--- src/rtl/rss_pkg.sv ---
package rss_pkg;

   typedef enum logic [1:0] {
      LV_V0 = 2'd0,
      LV_V1 = 2'd1,
      LV_V4 = 2'd2,
      LV_V5 = 2'd3
   } drv_lvl_e;

   localparam int unsigned EDGE_PINS = 4;

   // level chosen from frame polarity, selection bit and display enable
   function automatic drv_lvl_e lvl_of(input logic frame, input logic sel, input logic on);
      drv_lvl_e r;
      if (!on)          r = LV_V5;
      else if (!frame)  r = sel ? LV_V0 : LV_V4;
      else              r = sel ? LV_V5 : LV_V1;
      return r;
   endfunction

endpackage

--- src/rtl/rss_chain.sv ---
module rss_chain #(
   parameter int unsigned N_OUT = 160
) (
   input  logic             clk,
   input  logic             rst,
   input  logic             dual,
   input  logic             dir,
   input  logic [3:0]       pin_in,
   output logic [N_OUT-1:0] st_q
);
   localparam int unsigned HALF = N_OUT / 2;

   logic [N_OUT-1:0] nxt;

   for (genvar i = 0; i < N_OUT; i++) begin : g_stage
      logic up_src;
      logic dn_src;
      // source when moving toward higher indices
      if (i == 0) begin : g_up_entry
         assign up_src = pin_in[0];
      end else if (i == HALF) begin : g_up_mid
         assign up_src = dual ? pin_in[2] : st_q[i-1];
      end else begin : g_up_link
         assign up_src = st_q[i-1];
      end
      // source when moving toward lower indices
      if (i == N_OUT-1) begin : g_dn_entry
         assign dn_src = pin_in[3];
      end else if (i == HALF-1) begin : g_dn_mid
         assign dn_src = dual ? pin_in[1] : st_q[i+1];
      end else begin : g_dn_link
         assign dn_src = st_q[i+1];
      end
      assign nxt[i] = dir ? up_src : dn_src;
   end

   always_ff @(posedge clk) begin
      if (rst) st_q <= '0;
      else     st_q <= nxt;
   end
endmodule

--- src/rtl/rss_pin_map.sv ---
module rss_pin_map (
   input  logic       dual,
   input  logic       dir,
   input  logic       end_lo,
   input  logic       end_mlo,
   input  logic       end_mhi,
   input  logic       end_hi,
   output logic [3:0] pin_oe,
   output logic [3:0] pin_out
);
   always_comb begin
      unique case ({dual, dir})
         2'b00:   pin_oe = 4'b0001;
         2'b01:   pin_oe = 4'b1000;
         2'b10:   pin_oe = 4'b0101;
         default: pin_oe = 4'b1010;
      endcase
      pin_out = {end_hi, end_mhi, end_mlo, end_lo} & pin_oe;
   end
endmodule

--- src/rtl/rss_level_enc.sv ---
module rss_level_enc
   import rss_pkg::*;
#(
   parameter int unsigned N_OUT = 160
) (
   input  logic               frame,
   input  logic               disp_on,
   input  logic [N_OUT-1:0]   sel,
   output logic [2*N_OUT-1:0] drv
);
   for (genvar i = 0; i < N_OUT; i++) begin : g_enc
      drv_lvl_e lv;
      assign lv = lvl_of(frame, sel[i], disp_on);
      assign drv[2*i +: 2] = lv;
   end
endmodule

--- src/rtl/row_scan_shifter.sv ---
module row_scan_shifter #(
   parameter int unsigned N_OUT = 160
) (
   input  logic               clk,
   input  logic               rst,
   input  logic               dual_i,
   input  logic               dir_i,
   input  logic               frame_i,
   input  logic               disp_on_i,
   input  logic [3:0]         pin_in_i,
   output logic [3:0]         pin_out_o,
   output logic [3:0]         pin_oe_o,
   output logic [2*N_OUT-1:0] drv_o
);
   localparam int unsigned HALF = N_OUT / 2;

   if ((N_OUT % 2) != 0) begin : g_bad_odd
      $error("N_OUT must be even");
   end
   if (N_OUT < 4) begin : g_bad_small
      $error("N_OUT must be at least 4");
   end

   logic [N_OUT-1:0] stage_q;

   rss_chain #(.N_OUT(N_OUT)) u_chain (
      .clk    (clk),
      .rst    (rst),
      .dual   (dual_i),
      .dir    (dir_i),
      .pin_in (pin_in_i),
      .st_q   (stage_q)
   );

   rss_pin_map u_pins (
      .dual    (dual_i),
      .dir     (dir_i),
      .end_lo  (stage_q[0]),
      .end_mlo (stage_q[HALF-1]),
      .end_mhi (stage_q[HALF]),
      .end_hi  (stage_q[N_OUT-1]),
      .pin_oe  (pin_oe_o),
      .pin_out (pin_out_o)
   );

   rss_level_enc #(.N_OUT(N_OUT)) u_enc (
      .frame   (frame_i),
      .disp_on (disp_on_i),
      .sel     (stage_q),
      .drv     (drv_o)
   );
endmodule

--- config.mk ---
export PLATFORM = sky130hd
export DESIGN_NAME = row_scan_shifter
export DESIGN_NICKNAME = d
export VERILOG_FILES = /design/src/rtl/rss_pkg.sv /design/src/rtl/rss_chain.sv /design/src/rtl/rss_pin_map.sv /design/src/rtl/rss_level_enc.sv /design/src/rtl/row_scan_shifter.sv
export SDC_FILE = /design/constraint.sdc
export NUM_CORES = 1
export LEC_CHECK = 0
export BUFFER_PORTS_ARGS = -buffer_cell sky130_fd_sc_hd__buf_2
export CAP_MARGIN = 20
export CORE_AREA = 5 5 194 149
export CTS_CLUSTER_SIZE = 16
export DETAILED_ROUTE_END_ITERATION = 16
export DIE_AREA = 0 0 199 154
export GPL_ROUTABILITY_DRIVEN = 0
export PLACE_DENSITY = 0.57
export SLEW_MARGIN = 20
export SYNTH_ARGS = -nofsm -noshare
export SYNTH_HDL_FRONTEND = slang
export SYNTH_SLANG_ARGS = --single-unit
--- constraint.sdc ---
create_clock -name clk -period 11.6 [get_ports clk]
set_input_delay 3.48 -clock clk [delete_from_list [all_inputs] [get_ports clk]]
set_output_delay 3.48 -clock clk [all_outputs]
set_load 0.01 [all_outputs]
==> run_results.csv, run 1 <==
group,metric,value,unit
clock_network,clock_path_buffers,2,
setup_path,crit_fanout,54,
synth,yosysMostFrequentCell,"buf_4",
setup_path,path_cells,"clkbuf_8 -> buf_4 -> xor2_1 -> nand2_1 -> buf_2",
layout,final_util,38.63,%
setup_path,crit_path_end_kind,"output pin",
routing,wl_met1,9883,microns
synth,syn_area_per_cell,8.847,sq um
timing,fin_ws,2.904,ns
floorplanning,die_h,154,microns
placement,placed_cell_area,9673,sq um
clock_network,clk_latency,0.42,ns
timing,max_slew_margin,26.30,%
routing,postRouteAntennaNets,0,
routing,highest-signal-layer,"met4",
synth,syn_area,9228,sq um
floorplanning,coreArea,26680,sq um
synth,seq_area_frac_synth,34.71,%
clock_network,postCtsSetupBuffers,0,
layout,area.growth.synth_to_final,11.67,%
timing,tightest_slew,1.106,ns
layout,fill_cells,2766,
synth,synth_edf_count,0,
floorplanning,dieArea,30650,sq um
timing,rsz0062_at_grt,"no",
pwr,leakage,5.117,nW
global_routing,grt_max_degree,161,
synth,synth_top_area_share,34.71,%
setup_path,arrival,5.22,ns
setup_path,worstPathRequired,8.12,ns
layout,regMostFlops,"u_chain.st_q",
setup_path,cp_slowest_cell,"buf_4",
floorplanning,io_pins,338,
routing,met3WireLength,1279,microns
clock_network,cts_max_level,4,
routing,drtPass1Iterations,4,
setup_path,crit_path_start_kind,"input pin",
timing,skew,0.01031,ns
routing,drc,0,
placement,portBuffers,337,
floorplanning,die_x,199,microns
synth,synth_ff_type,"dfxtp_1",
setup_path,critical_path_class,"input pin to output pin",
placement,place_inst,1504,
synth,synthCells,1043,
clock_network,ctsResizeCount,0,
global_routing,grt_pass1_vias,6229,
clock_network,tritoncts,"done",
layout,drive_above_1_share,31.79,%
clock_network,cts-root-buf,"clkbuf_16",
layout,largest_reg_flops,160,
timing,hold_viol,0,
routing,met2_length,9641,microns
synth,ys_ff_latch,160,
layout,fin_cells,1537,
timing,fmax,0.1150,GHz
placement,place_hpwl,14650,microns
synth,async_reset_ff_share,0,%
layout,top_regs,"u_chain.st_q x160",
global_routing,grt.overflow.total,0,
floorplanning,start_util,34.59,%
layout,final_area,10300,sq um
global_routing,antenna_found_initial,0,
timing,layout_worst_path_cycle_share,74.97,%
synth,synthDistinctLibCells,17,
pwr,power,1.307,mW
layout,insertedDiodeCount,0,
layout,nets,1183,
worst_hold_path,hold_class,"flip-flop to flip-flop",
clock_network,cts.clk_slew.worst_paths,0.07,ns
routing,vias,6645,
routing,wl_per_cell,13.69,microns
flow_run,cap_violations,0,
setup_path,max_stage_delay,0.74,ns
pwr,ir_drop,0.00008156,V
synth,synth_commonest_cells,"buf_4, dfxtp_1, mux2i_1, nand2_1, xor2_1",
synth,yosys_warnings,0,
synth,synth_nets,1053,
layout,multi_input_area,4273,sq um
global_routing,grt_usage,13.21,%
timing,fin_crit,8.696,ns
synth,synthTopCellsByArea,"dfxtp_1, mux2i_1, xor2_1, buf_4, nand2_1",
timing,setup_viol,0,
clock_network,cts_made_buffers,17,
layout,register_area,3203,sq um
timing,drv_slew,0,
routing,drt_wl_total,21050,microns
clock_network,cts_hold_buf,0,
placement,place_ws,2.901,ns
synth,synth_top_cell_by_area,"dfxtp_1",
global_routing,grt_pass1_wl,33610,microns
routing,drt_iter0_markers,266,
floorplanning,rows,52,
timing,finalSetupTns,0,ns
routing,viasPerCell,4.323,
clock_network,clock-sinks,160,
status,status,"finished, final reports clean",
timing,whs,0.5344,ns
pwr,p_per_area,126.9,nW/um^2
## worst max-delay path: cells and delay by family
kind,cells,cell delay (ns)
buf+inv,3,1.33
simple gates,1,0.08
xor+xnor,1,0.24
## layer usage
layer  track usage (%)  vias to the layer above
met4             3.125                        0
met1             17.74                     3058
met2             21.60                      198
li1                  -                     3371
met5                 0                        -
met3             3.041                       18
## placed cells by master (no fill, tap or decap), drive strengths merged
cell | Yosys | routed
a211oi | 2 | 2
and2 | 3 | 3
and3 | 1 | 1
buf | 205 | 342
clkbuf | 28 | 20
clkinv | 0 | 6
clkinvlp | 0 | 2
dfxtp | 160 | 160
inv | 1 | 7
mux2i | 160 | 160
nand2 | 160 | 160
nand2b | 1 | 1
nor2 | 159 | 159
nor2b | 3 | 3
xor2 | 160 | 160
## path summary, 6_finish.rpt
path	cells after the start	start	to	slack, ns
max	5	frame_i	drv_o[243]	2.90
min	2	u_chain.st_q[109]	u_chain.st_q[108]	0.53
max reg2reg	2	u_chain.st_q[79]	u_chain.st_q[80]	10.61
min reg2reg	2	u_chain.st_q[109]	u_chain.st_q[108]	0.53
## final cells by class
cell class                 instances  area share (%)
multi-input combinational        649           41.46
clock buffer                      18           4.262
tap                              351           4.262
clock inverter                    14           1.603
inverter                           1         0.03643
sequential                       160           31.08
timing repair buffer             344           17.29
## power breakdown
group	internal, mW	total (mW)	switching, mW
clock network	0.296	0.564	0.267
logic	0.0733	0.192	0.118
registers	0.550	0.552	0.00188
total	0.920	1.31	0.388
## cells by family after synthesis
| family | share of synthesized area (%) |
|---|---|
| AOI/OAI and AO/OA | 0.1627 |
| xor gates and xnor gates | 15.19 |
| buffers and inverters | 19.06 |
| DFF | 34.71 |
| muxes | 17.36 |
| and+or+nand+nor | 13.52 |
Power figures use the tool's default switching activity.
==> run 2: changes to the inputs <==
Settings changed: ABC_AREA set to 1, CORE_AREA 5 5 194 149 to 5 5 192 148, DIE_AREA 0 0 199 154 to 0 0 197 153.
Clock period 11.6 ns to 8.4 ns, I/O delays scaled along.
==> run 2 against run 1 <==
Critical path type unchanged. Die area decreased by 1.6%. Final cell count increased by 12%. Combinational power up 35%. Hold slack lost 0.061 ns. Global-route usage is 1.1 points higher. Routed wire length is 8.6% higher. Clock-buffer cell count grew 1. Final area down 1.8%. First-iteration DRC count rose by 40%. Flip-flop and latch count unchanged. Synthesized area down 2.2%. Highest routed layer unchanged.
==> run_results.csv, run 2 <==
group,metric,value,unit
routing,drt_wl_total,22850,microns
timing,drv_slew,0,
synth,syn_area_per_cell,7.298,sq um
clock_network,cts-root-buf,"clkbuf_16",
floorplanning,die_x,197,microns
layout,register_area,3203,sq um
timing,max_slew_margin,34.85,%
clock_network,postCtsSetupBuffers,0,
floorplanning,coreArea,26420,sq um
routing,wl_per_cell,13.31,microns
setup_path,r2r_end,"u_chain.st_q[79]",
global_routing,grt_pass1_wl,36380,microns
timing,layout_worst_path_cycle_share,81.40,%
layout,insertedDiodeCount,0,
pwr,leakage,4.300,nW
routing,viasPerCell,4.391,
timing,tightest_slew,0.9772,ns
pwr,p_per_area,177.1,nW/um^2
clock_network,cts_max_level,4,
timing,fmax,0.1462,GHz
global_routing,grt_usage,14.32,%
clock_network,clock-sinks,160,
synth,synthTopCellsByArea,"dfxtp_1, nand2_1, xor2_1, buf_4, a21oi_1",
timing,finalSetupTns,0,ns
layout,fill_cells,2824,
synth,synthDistinctLibCells,13,
routing,drt_iter0_markers,373,
worst_hold_path,holdPathStages,2,
layout,drive_above_1_share,27.89,%
timing,hold_viol,0,
layout,final_common_cell,"nand2_1",
clock_network,cts.clk_slew.worst_paths,0.07,ns
flow_run,cap_violations,0,
layout,nets,1363,
pwr,ir_drop,0.0001188,V
global_routing,grt_max_degree,161,
global_routing,grt_pass1_vias,6679,
synth,synth_ff_type,"dfxtp_1",
layout,fin_cells,1717,
setup_path,arrival,4.32,ns
layout,largest_reg_flops,160,
status,status,"finished, final reports clean",
floorplanning,rows,52,
synth,async_reset_ff_share,0,%
clock_network,ctsResizeCount,0,
routing,vias,7539,
pwr,p_comb_share,14.5,%
setup_path,critical_path_class,"input pin to output pin",
floorplanning,start_util,34.17,%
clock_network,clock_path_buffers,2,
setup_path,ff2ff_setup_slack,7.67,ns
clock_network,tritoncts,"done",
global_routing,grt.overflow.total,0,
synth,ys_ff_latch,160,
synth,yosys_warnings,0,
placement,place_inst,1685,
synth,synth_top_area_share,35.48,%
synth,synth_commonest_cells,"nand2_1, buf_4, dfxtp_1, a21oi_1, xor2_1",
setup_path,crit_path_end_kind,"output pin",
layout,regMostFlops,"u_chain.st_q",
layout,top_regs,"u_chain.st_q x160",
pwr,switchingPower,0.5344,mW
routing,postRouteAntennaNets,0,
clock_network,clk_latency,0.42,ns
setup_path,worstPathRequired,5.88,ns
clock_network,cts_hold_buf,0,
setup_path,reg2reg_from,"u_chain.st_q[78]",
setup_path,worstRegToRegCells,4,
synth,seq_area_frac_synth,35.48,%
synth,yosysMostFrequentCell,"nand2_1",
layout,area.growth.synth_to_final,12.14,%
timing,skew,0.009897,ns
synth,synthCells,1237,
pwr,p_sw_share,29.80,%
synth,synth_edf_count,0,
routing,drtPass1Iterations,5,
floorplanning,dieArea,30140,sq um
routing,drc,0,
pwr,power_frac_seq,42.5,%
worst_hold_path,worstHoldEndpoint,"u_chain.st_q[77]",
layout,multi_input_area,4068,sq um
timing,setup_viol,0,
synth,syn_area,9027,sq um
worst_hold_path,hp-start,"u_chain.st_q[78]",
pwr,intPower,1.259,mW
pwr,pwr-share-clk,43.1,%
global_routing,antenna_found_initial,0,
floorplanning,die_h,153,microns
floorplanning,io_pins,338,
setup_path,crit_path_start_kind,"input pin",
synth,synth_top_cell_by_area,"dfxtp_1",
layout,most-common-layout-cells,"nand2_1, buf_2, dfxtp_1, a21oi_1, xor2_1",
placement,portBuffers,337,
synth,synth_nets,1247,
setup_path,crit_fanout,64,
timing,fin_crit,6.838,ns
worst_hold_path,hold_class,"flip-flop to flip-flop",
timing,rsz0062_at_grt,"no",
clock_network,cts_made_buffers,17,
placement,place_hpwl,15400,microns
[run 2: critical path, stage by stage]
cell      delay [ns]
clkbuf_8        0.48
buf_4           0.75
xor2_1          0.25
nand2_1         0.11
buf_2           0.18
[run 2: cell families after synthesis]
| logic type | after synthesis | share of synthesized area, % |
|---|---|---|
| buf+inv | 261 | 19.64 |
| simple gates | 501 | 20.93 |
| compound gates | 159 | 8.815 |
| xor+xnor | 156 | 15.14 |
| flops | 160 | 35.48 |
[run 2: worst max path at each step]
stage | start | to | slack [ns] | cells after the start
after global placement | frame_i | drv_o[285] | 1.46 | 5
after floorplan | disp_on_i | drv_o[100] | 1.13 | 5
after detailed placement | frame_i | drv_o[12] | 1.36 | 4
after global routing | frame_i | drv_o[285] | 1.41 | 5
after CTS | frame_i | drv_o[12] | 1.36 | 4
final | frame_i | drv_o[285] | 1.56 | 5
[run 2: metal layers]
| metal | vias up | wire (microns) | part of all wire, % | track usage, % |
|---|---|---|---|---|
| li1 | 3885 | - | - | - |
| met1 | 3422 | 10890 | 48 | 20.33 |
| met2 | 217 | 10380 | 45 | 22.33 |
| met3 | 15 | 1370 | 6.0 | 2.861 |
| met4 | 0 | 204 | 0.89 | 3.630 |
| met5 | - | 0 | 0 | 0 |
[run 2: area by class of cell]
class,count,area share [%]
flip-flops and latches,160,31.64
multi-input cells,816,40.18
clock buffers,19,4.474
repair buffers,347,17.56
inverters,11,0.4326
clock inverters,13,1.372
well taps,351,4.338
[run 2: per-stage QoR]
stage	cell area [sq um]	setup slack (ns)	utilization, %	hold slack, ns	power (mW)
floorplan	9030	1.132	-	0.4522	1.009
global placement	9523	1.462	36.05	0.4700	1.044
detailed placement	9523	1.364	36.05	0.4769	1.044
CTS	10110	1.363	38.29	0.4824	1.826
global route	10120	1.409	38.32	0.5050	1.880
finish	10120	1.562	38.32	0.4735	1.793
[run 2: power groups by stage]
stage | clock network (mW) | registers, mW | logic, mW
6_report | 0.772 | 0.761 | 0.259
5_1_grt | 0.832 | 0.761 | 0.286
4_1_cts | 0.798 | 0.761 | 0.266
3_5_place_dp | 0 | 0.779 | 0.265
3_3_place_gp | 0 | 0.779 | 0.265
2_1_floorplan | 0 | 0.778 | 0.230
==> run 3: changes to the inputs <==
Settings changed: PLACE_DENSITY 0.57 to 0.6.
Clock period 8.4 ns to 6.2 ns, I/O delays scaled along.
==> run 3 against run 2 <==
Non-clock buffer count down 1. Routed wire length down 0.12%. Sequential power up 35%. Core utilization up 0.081 points. Register-to-register slack worse by 2.2 ns. Clock power up 36%.
==> run_results.csv, run 3 (same netlist as run 2, synthesis figures left out) <==
group,metric,value,unit
placement,place_hpwl,15040,microns
routing,wl_met1,10840,microns
floorplanning,die_h,153,microns
layout,top_regs,"u_chain.st_q x160",
global_routing,grt_usage,14.33,%
routing,drt_iter0_markers,360,
layout,drive_above_1_share,27.84,%
layout,nets,1362,
timing,fmax,0.1984,GHz
clock_network,cts-root-buf,"clkbuf_16",
timing,finalSetupTns,0,ns
pwr,power_frac_seq,42.4,%
timing,drv_slew,0,
global_routing,antenna_found_initial,0,
timing,fin_ws,1.159,ns
status,status,"finished, final reports clean",
setup_path,crit_fanout,60,
pwr,pwr-share-clk,43.1,%
routing,drc,0,
global_routing,grt.overflow.total,0,
clock_network,clock_path_buffers,2,
floorplanning,dieArea,30140,sq um
floorplanning,die_x,197,microns
clock_network,clock-sinks,160,
clock_network,clk_latency,0.42,ns
clock_network,cts_hold_buf,0,
timing,skew,0.009647,ns
timing,whs,0.4846,ns
floorplanning,io_pins,338,
layout,final_util,38.40,%
routing,highest-signal-layer,"met4",
timing,fin_crit,5.041,ns
clock_network,ctsResizeCount,0,
clock_network,cts_max_level,4,
timing,layout_worst_path_cycle_share,81.31,%
routing,drtPass1Iterations,4,
timing,setup_viol,0,
setup_path,crit_path_end_kind,"output pin",
placement,place_ws,1.083,ns
timing,tightest_slew,0.8972,ns
pwr,ir_drop,0.0001762,V
timing,max_slew_margin,40.18,%
layout,regMostFlops,"u_chain.st_q",
layout,fill_cells,2870,
routing,viasPerCell,4.446,
global_routing,grt_pass1_wl,36340,microns
pwr,p_per_area,239.7,nW/um^2
routing,postRouteAntennaNets,0,
setup_path,critical_path_class,"input pin to output pin",
routing,drt_wl_total,22820,microns
pwr,switchingPower,0.7249,mW
routing,vias,7629,
layout,largest_reg_flops,160,
global_routing,grt_max_degree,161,
routing,met3WireLength,1661,microns
layout,most-common-layout-cells,"nand2_1, buf_2, dfxtp_1, a21oi_1, xor2_1",
clock_network,cts.clk_slew.worst_paths,0.07,ns
pwr,intPower,1.707,mW
setup_path,crit_path_start_kind,"input pin",
floorplanning,start_util,34.17,%
clock_network,tritoncts,"done",
layout,insertedDiodeCount,0,
layout,area.growth.synth_to_final,12.38,%
floorplanning,rows,52,
flow_run,cap_violations,0,
layout,final_common_cell,"nand2_1",
placement,portBuffers,337,
clock_network,postCtsSetupBuffers,0,
setup_path,arrival,3.18,ns
routing,met2_length,10160,microns
clock_network,cts_made_buffers,17,
pwr,leakage,4.306,nW
timing,hold_viol,0,
setup_path,worstPathRequired,4.34,ns
pwr,p_comb_share,14.4,%
floorplanning,coreArea,26420,sq um
timing,rsz0062_at_grt,"no",
routing,wl_per_cell,13.30,microns
worst_hold_path,hold_class,"flip-flop to flip-flop",
global_routing,grt_pass1_vias,6807,
pwr,p_sw_share,29.81,%
-- run 3: cell count changes in the layout (fill, tap and decap cells not counted), sizes merged --
cell	delta
buf	-1
-- run 3: cell type report --
class                           instances  area [sq um]  share of cell area, %
Clock buffer                           19         452.9                  4.465
Clock inverter                         13         138.9                  1.369
Inverter                               11         43.79                 0.4317
Multi-Input combinational cell        816          4068                  40.10
Sequential cell                       160          3203                  31.57
Tap cell                              351         439.2                  4.329
Timing Repair Buffer                  346          1799                  17.74
-- run 3: critical path: stages --
cell and delay, ns:
clkbuf_8 0.12, buf_4 0.68, xor2_1 0.24, nand2_1 0.07, buf_2 0.16
-- run 3: metrics by stage --
stage	instances	power, mW	cell area, sq um
after global routing	1716	2.543	10140
after CTS	1716	2.474	10140
after floorplan	1237	1.366	9030
final	1716	2.432	10140
after detailed placement	1684	1.414	9544
after global placement	1684	1.413	9544
-- run 3: power by group through the flow --
stage | clock [mW] | sequential, mW | combinational, mW
after global placement | 0 | 1.06 | 0.358
after floorplan | 0 | 1.05 | 0.312
after CTS | 1.08 | 1.03 | 0.359
after detailed placement | 0 | 1.06 | 0.358
after global routing | 1.12 | 1.03 | 0.387
final | 1.05 | 1.03 | 0.351
-- run 3: final timing paths --
check | start | slack (ns) | endpoint | depth (start not counted)
max | frame_i | 1.16 | drv_o[209] | 5
min | u_chain.st_q[0] | 0.48 | u_chain.st_q[1] | 2
max reg2reg | u_chain.st_q[143] | 5.44 | u_chain.st_q[142] | 2
min reg2reg | u_chain.st_q[0] | 0.48 | u_chain.st_q[1] | 2
-- run 3: per-layer routing --
metal / vias to the layer above / GRT usage (%)
li1: 3889 / -
met5: - / 0
met4: 0 / 2.970
met3: 17 / 3.785
met1: 3490 / 20.03
met2: 233 / 22.37
